**src/rtl/bcd_pkg.sv**
```systemverilog
package bcd_pkg;
  localparam int DIGIT_W  = 4;
  localparam int RADIX    = 10;
  localparam int CORR_VAL = (1 << DIGIT_W) - RADIX;

  typedef enum logic [2:0] {
    ST_IDLE  = 3'd0,
    ST_LOAD  = 3'd1,
    ST_ADD1  = 3'd2,
    ST_FLAG  = 3'd3,
    ST_ADD2  = 3'd4,
    ST_WRITE = 3'd5
  } seq_state_t;

  typedef enum logic [1:0] {
    MB_OPB  = 2'd0,
    MB_ZERO = 2'd1,
    MB_CORR = 2'd2
  } mux_b_sel_t;

  typedef enum logic {
    MA_OPA = 1'b0,
    MA_TMP = 1'b1
  } mux_a_sel_t;
endpackage

```
**src/rtl/bcd_regfile.sv**
```systemverilog
module bcd_regfile #(
  parameter int DEPTH = 8,
  parameter int DW    = 4,
  localparam int AW   = $clog2(DEPTH)
) (
  input  logic          clk,
  input  logic          rst_n,
  input  logic          we,
  input  logic [AW-1:0] waddr,
  input  logic [DW-1:0] wdata,
  input  logic [AW-1:0] raddr_a,
  input  logic [AW-1:0] raddr_b,
  input  logic [AW-1:0] raddr_o,
  output logic [DW-1:0] rdata_a,
  output logic [DW-1:0] rdata_b,
  output logic [DW-1:0] rdata_o
);
  logic [DW-1:0] mem [DEPTH];

  for (genvar g = 0; g < DEPTH; g++) begin : g_ent
    always_ff @(posedge clk) begin
      if (!rst_n)                           mem[g] <= '0;
      else if (we && (waddr == AW'(g)))     mem[g] <= wdata;
    end
  end

  assign rdata_a = mem[raddr_a];
  assign rdata_b = mem[raddr_b];
  assign rdata_o = mem[raddr_o];
endmodule

```
**src/rtl/bcd_nibble_alu.sv**
```systemverilog
module bcd_nibble_alu #(
  parameter int W = 4
) (
  input  logic [W-1:0] a,
  input  logic [W-1:0] b,
  input  logic         cin,
  output logic [W-1:0] sum,
  output logic         cout
);
  logic [W:0] c;
  assign c[0] = cin;
  for (genvar i = 0; i < W; i++) begin : g_fa
    assign sum[i]   = a[i] ^ b[i] ^ c[i];
    assign c[i+1]   = (a[i] & b[i]) | (c[i] & (a[i] ^ b[i]));
  end
  assign cout = c[W];
endmodule

```
**src/rtl/bcd_fix_detect.sv**
```systemverilog
module bcd_fix_detect #(
  parameter int W     = 4,
  parameter int RADIX = 10
) (
  input  logic [W-1:0] first_sum,
  input  logic         first_carry,
  output logic         fix
);
  localparam logic [W-1:0] LIMIT = W'(RADIX);
  assign fix = first_carry | (first_sum >= LIMIT);
endmodule

```
**src/rtl/bcd_seq_ctrl.sv**
```systemverilog
module bcd_seq_ctrl
  import bcd_pkg::*;
(
  input  logic       clk,
  input  logic       rst_n,
  input  logic       start_i,
  input  logic       fix_q,
  output seq_state_t state,
  output logic       accept,
  output logic       load_en,
  output logic       add1_en,
  output logic       flag_en,
  output logic       add2_en,
  output logic       wb_en,
  output mux_a_sel_t mux_a_sel,
  output mux_b_sel_t mux_b_sel,
  output logic       busy,
  output logic       done
);
  seq_state_t nxt;
  logic       done_q;

  always_comb begin
    nxt = state;
    unique case (state)
      ST_IDLE:  if (start_i) nxt = ST_LOAD;
      ST_LOAD:  nxt = ST_ADD1;
      ST_ADD1:  nxt = ST_FLAG;
      ST_FLAG:  nxt = ST_ADD2;
      ST_ADD2:  nxt = ST_WRITE;
      ST_WRITE: nxt = ST_IDLE;
      default:  nxt = ST_IDLE;
    endcase
  end

  always_ff @(posedge clk) begin
    if (!rst_n) begin
      state  <= ST_IDLE;
      done_q <= 1'b0;
    end else begin
      state  <= nxt;
      done_q <= (state == ST_WRITE);
    end
  end

  assign accept    = (state == ST_IDLE) && start_i;
  assign load_en   = (state == ST_LOAD);
  assign add1_en   = (state == ST_ADD1);
  assign flag_en   = (state == ST_FLAG);
  assign add2_en   = (state == ST_ADD2);
  assign wb_en     = (state == ST_WRITE);
  assign mux_a_sel = (state == ST_ADD2) ? MA_TMP : MA_OPA;
  assign mux_b_sel = (state != ST_ADD2) ? MB_OPB : (fix_q ? MB_CORR : MB_ZERO);
  assign busy      = (state != ST_IDLE);
  assign done      = done_q;

  p_done_single_r4: assert property (@(posedge clk) disable iff (!rst_n)
    done |=> !done);
  p_start_busy_r4: assert property (@(posedge clk) disable iff (!rst_n)
    (start_i && !busy) |=> busy);
  p_done_idle_r4: assert property (@(posedge clk) disable iff (!rst_n)
    done |-> !busy);
endmodule

```
**src/rtl/bcd_seq_adder.sv**
```systemverilog
module bcd_seq_adder
  import bcd_pkg::*;
#(
  parameter int DEPTH = 8,
  localparam int AW   = $clog2(DEPTH),
  localparam int DW   = DIGIT_W
) (
  input  logic          clk,
  input  logic          rst_n,
  input  logic          start_i,
  input  logic [AW-1:0] src_a_i,
  input  logic [AW-1:0] src_b_i,
  input  logic [AW-1:0] dst_i,
  input  logic          init_we_i,
  input  logic [AW-1:0] init_addr_i,
  input  logic [DW-1:0] init_data_i,
  input  logic [AW-1:0] obs_addr_i,
  output logic [DW-1:0] obs_data_o,
  output logic          busy_o,
  output logic          done_o,
  output logic          carry_o
);
  localparam logic [DW-1:0] CORR = DW'(CORR_VAL);

  seq_state_t    state;
  mux_a_sel_t    mux_a_sel;
  mux_b_sel_t    mux_b_sel;
  logic          accept, load_en, add1_en, flag_en, add2_en, wb_en;
  logic          busy, done;
  logic [AW-1:0] src_a_q, src_b_q, dst_q;
  logic [DW-1:0] opa_q, opb_q, sum_q;
  logic          c1_q, flag_q, fix_q, carry_q, fix_c;
  logic [DW-1:0] alu_a, alu_b, alu_sum;
  logic          alu_cout;
  logic [DW-1:0] rd_a, rd_b;
  logic          rf_we;
  logic [AW-1:0] rf_waddr;
  logic [DW-1:0] rf_wdata;

  bcd_seq_ctrl u_ctrl (
    .clk(clk), .rst_n(rst_n), .start_i(start_i), .fix_q(fix_q),
    .state(state), .accept(accept), .load_en(load_en), .add1_en(add1_en),
    .flag_en(flag_en), .add2_en(add2_en), .wb_en(wb_en),
    .mux_a_sel(mux_a_sel), .mux_b_sel(mux_b_sel), .busy(busy), .done(done)
  );

  assign rf_we    = wb_en | (init_we_i & ~busy);
  assign rf_waddr = wb_en ? dst_q : init_addr_i;
  assign rf_wdata = wb_en ? sum_q : init_data_i;

  bcd_regfile #(.DEPTH(DEPTH), .DW(DW)) u_rf (
    .clk(clk), .rst_n(rst_n), .we(rf_we), .waddr(rf_waddr), .wdata(rf_wdata),
    .raddr_a(src_a_q), .raddr_b(src_b_q), .raddr_o(obs_addr_i),
    .rdata_a(rd_a), .rdata_b(rd_b), .rdata_o(obs_data_o)
  );

  always_comb begin
    alu_a = (mux_a_sel == MA_TMP) ? sum_q : opa_q;
    unique case (mux_b_sel)
      MB_OPB:  alu_b = opb_q;
      MB_ZERO: alu_b = '0;
      MB_CORR: alu_b = CORR;
      default: alu_b = '0;
    endcase
  end

  bcd_nibble_alu #(.W(DW)) u_alu (
    .a(alu_a), .b(alu_b), .cin(1'b0), .sum(alu_sum), .cout(alu_cout)
  );

  bcd_fix_detect #(.W(DW), .RADIX(RADIX)) u_fix (
    .first_sum(sum_q), .first_carry(c1_q), .fix(fix_c)
  );

  always_ff @(posedge clk) begin
    if (!rst_n) begin
      src_a_q <= '0; src_b_q <= '0; dst_q <= '0;
      opa_q   <= '0; opb_q   <= '0; sum_q <= '0;
      c1_q    <= 1'b0; flag_q <= 1'b0; fix_q <= 1'b0; carry_q <= 1'b0;
    end else begin
      if (accept) begin
        src_a_q <= src_a_i;
        src_b_q <= src_b_i;
        dst_q   <= dst_i;
        carry_q <= 1'b0;
      end
      if (load_en) begin
        opa_q <= rd_a;
        opb_q <= rd_b;
      end
      if (add1_en) begin
        sum_q <= alu_sum;
        c1_q  <= alu_cout;
      end
      if (flag_en) begin
        flag_q <= c1_q;
        fix_q  <= fix_c;
      end
      if (add2_en) sum_q <= alu_sum;
      if (wb_en)   carry_q <= flag_q | fix_q;
    end
  end

  assign busy_o  = busy;
  assign done_o  = done;
  assign carry_o = carry_q;

  p_corr_pick_r10: assert property (@(posedge clk) disable iff (!rst_n)
    (state == ST_ADD2) |-> (alu_b == (fix_q ? CORR : '0)));
  p_fix_on_carry_r10: assert property (@(posedge clk) disable iff (!rst_n)
    (flag_en && c1_q) |=> fix_q);
  p_busy_no_init_r3: assert property (@(posedge clk) disable iff (!rst_n)
    (rf_we && busy) |-> (state == ST_WRITE));
  p_carry_hold_r7: assert property (@(posedge clk) disable iff (!rst_n)
    (!wb_en && !accept) |=> $stable(carry_o));
  p_busy_start_keep_r5: assert property (@(posedge clk) disable iff (!rst_n)
    (busy && start_i) |=> $stable(dst_q));
endmodule

```
**config.mk**
```make
export PLATFORM = sky130hd
export DESIGN_NAME = bcd_seq_adder
export DESIGN_NICKNAME = d
export VERILOG_FILES = /design/src/rtl/bcd_pkg.sv /design/src/rtl/bcd_regfile.sv /design/src/rtl/bcd_nibble_alu.sv /design/src/rtl/bcd_fix_detect.sv /design/src/rtl/bcd_seq_ctrl.sv /design/src/rtl/bcd_seq_adder.sv
export SDC_FILE = /design/constraint.sdc
export NUM_CORES = 1
export LEC_CHECK = 0
export CORE_UTILIZATION = 35
export DETAILED_ROUTE_END_ITERATION = 8
export GPL_ROUTABILITY_DRIVEN = 0
export PLACE_DENSITY = 0.58
export SETUP_SLACK_MARGIN = 0.5
export SLEW_MARGIN = 40
export SYNTH_ARGS = -nofsm -noshare
export SYNTH_HDL_FRONTEND = slang
export SYNTH_SLANG_ARGS = --single-unit
```
**constraint.sdc**
```tcl
create_clock -name clk -period 5.85 [get_ports clk]
set_clock_uncertainty 0.2 [all_clocks]
set_input_delay 1.4625 -clock clk [delete_from_list [all_inputs] [get_ports clk]]
set_output_delay 1.4625 -clock clk [all_outputs]
set_load 0.005 [all_outputs]
```
==> results_dict.tcl <==
set metrics [dict create \
    status "complete, no violations" \
    synth_seq_cells 61 \
    fin_setup_tns_ps 0 \
    min_period_ps 5200 \
    p_leak_nw 1.42 \
    nets 369 \
    ioPinCount 30 \
    syn_nets 346 \
    ys_async_sr_fraction_pct 0 \
    synth_top_area_cell "edfxtp_1" \
    fin_cells 476 \
    cp.required_ps 4190 \
    die_y_um 99.8 \
    crit_end "obs_data_o[0]" \
    regArea_um2 1540 \
    worst_pin_slew_ps 800 \
    cts_resized 0 \
    dpl-instance-area_um2 3720 \
    power_density_nw_per_um2 279 \
    syn2layout_area_growth_pct 17.9 \
    ys_warn_count 0 \
    rsz0062_at_grt "false" \
    multiInputGateArea_um2 1720 \
    period_share_pct 88.8 \
    yosys.cell_types.count 41 \
    ant_nets 0 \
    reg2reg_slack_ps 2690 \
    finalWirelength_um 8360 \
    clkLatencyLatePin_ps 340 \
    relSlewSlack_pct 46.5 \
    fill_cells 898 \
    cts_max_path_buffers 2 \
    vias 2560 \
    r2r_cells 4 \
    htreeDepth 3 \
    synth_area_per_cell_um2 10.5 \
    drv_slew 0 \
    grt_overflow 0 \
    grt_pass1_wl_um 13400 \
    finalInstanceArea_um2 3950 \
    clock-sinks 61 \
    crit_path_start "obs_addr_i[0]" \
    drc 0 \
    synth-edff-count 32 \
    cap_violations 0 \
    hp-class "flop to flop" \
    path_class "primary input to output port" \
    setup_viol 0 \
    postCtsSetupRepairBufs 0 \
    n_antenna_cell 0 \
    row_count 35 \
    cts-root-buf "clkbuf_8" \
    grt_max_degree 23 \
    vdd_drop_max_mv 0.125 \
    startpoint_type "primary input" \
    ctsHoldBuffers 0 \
    grt_use_total_pct 18.1 \
    yosys_most_used_dff "edfxtp_1" \
    yosysTopAreaCellShare_pct 28.7 \
    end_kind "output port" \
    die_area_um2 9970 \
    syn_inst 319 \
    r2r_start "u_ctrl.state[2]" \
    layout-drive-gt1-share_pct 11.5 \
    holdWs_ps 259 \
    antenna_found_initial 0 \
    port_buffers 29 \
    seq_area_frac_synth_pct 46.0 \
    core_area_um2 9240 \
    dp_hpwl_um 6330 \
    netlist_area_um2 3350 \
    cts_tree "yes" \
    viasPerCell 5.38 \
    first_iter_violations 86 \
    path_clk_slew_ps 80 \
    die_width_um 99.8 \
    hold_viol_final 0 \
    dr.pass1.iters 4 \
    place_inst 460 \
    path_max_fanout 8 \
    synthTopCellsByArea "edfxtp_1 (29%), dfxtp_1 (17%), mux2i_1 (13%), mux4_2 (5.4%), nor2_1 (5.0%)" \
    max_freq_ghz 0.192 \
    grt_pass1_vias 2483 \
    utilization_pct 42.7 \
    cts_made_buffers 9 \
    start_util_pct 36.3 \
    r2r-end "u_rf.mem[4][3]" \
    crit_arrival_ps 3540 \
    routedWlPerCell_um 17.6 \
]
[cell usage after synthesis (all sizes together) (4+ instances only)]
cell,instances
a21oi,23
a22o,16
a31oi,8
buf,12
clkbuf,5
dfxtp,29
edfxtp,32
inv,4
mux2,6
mux2i,43
mux4,8
nand2,39
nand3,5
nand4,4
nor2,45
nor2b,4
o21ai,8
[layout by cell type (no fill, tap or decap), types with 3 or more instances in the layout]
master and n:
nor2_1 45, nand2_1 39, mux2i_1 38, edfxtp_1 32, clkdlybuf4s50_1 29, dfxtp_1 27, a21oi_1 23, a22o_1 16
clkbuf_8 9, mux4_2 8, a31oi_1 8, o21ai_0 7, nand3_1 5, mux2_2 4, nor2b_1 4, mux2i_2 4
nor3_1 3, inv_1 3, o31ai_1 3, and2_1 3, fa_1 3
[worst max-delay path, cell delays in order]
cell and delay, ps:
clkdlybuf4s50_1 780, mux4_2 560, mux2_2 270, clkdlybuf4s50_1 460
[power breakdown]
group,switching [mW],internal [mW],total (mW)
clock,0.173,0.241,0.414
sequential,0.0428,0.477,0.520
combinational,0.0825,0.0857,0.168
[worst min path at each step]
stage / from / to / slack [ps] / depth (start not counted)
floorplan: opb_q[0] / opb_q[0] / 240 / 1
global placement: carry_o / carry_o / 250 / 2
detailed placement: carry_o / carry_o / 250 / 2
CTS: carry_o / carry_o / 260 / 2
global route: carry_o / carry_o / 280 / 2
finish: carry_o / carry_o / 260 / 2
[area by class of cell]
| type | instances | share of cell area [%] |
|---|---|---|
| clock buffer | 9 | 3.14 |
| inverter | 4 | 0.380 |
| tap | 129 | 4.09 |
| multi-input combinational | 237 | 43.5 |
| timing repair buffer | 29 | 7.35 |
| sequential | 61 | 39.1 |
| clock inverter | 7 | 2.47 |
[routing by layer]
metal  vias up  global-route usage, %  wire (µm)
met5         -                      0          0
met4         0                   5.20        150
met3        15                   3.83        467
met2        69                   30.3       4030
met1      1260                   23.5       3710
li1       1216                      -          -
[metrics by stage]
stage	power (mW)	setup WS, ps
after floorplan	0.633	1710
after global placement	0.693	685
after detailed placement	0.697	635
after CTS	1.11	635
after global routing	1.15	548
final	1.10	652
[registers in the layout, indices dropped and copies added (netlist names), 3 cells and up]
register	count
opb_q	4
u_ctrl.state	3
u_rf.mem	32
sum_q	4
src_b_q	3
src_a_q	3
opa_q	4
dst_q	3
[cell families (layout without fill, tap and decap cells)]
| kind of cell | count (synthesis) | count (layout) | share of synthesized area (%) |
|---|---|---|---|
| AO/OA/AOI/OAI | 63 | 63 | 12.3 |
| XOR/XNOR | 2 | 2 | 0.523 |
| adder cells (fa/ha/maj) | 4 | 4 | 2.17 |
| buffers and inverters | 21 | 49 | 3.17 |
| flip-flops | 61 | 61 | 46.0 |
| multiplexers | 57 | 57 | 20.8 |
| AND/OR/NAND/NOR | 111 | 111 | 15.0 |
Note: power is estimated with default switching activity, not from simulation.
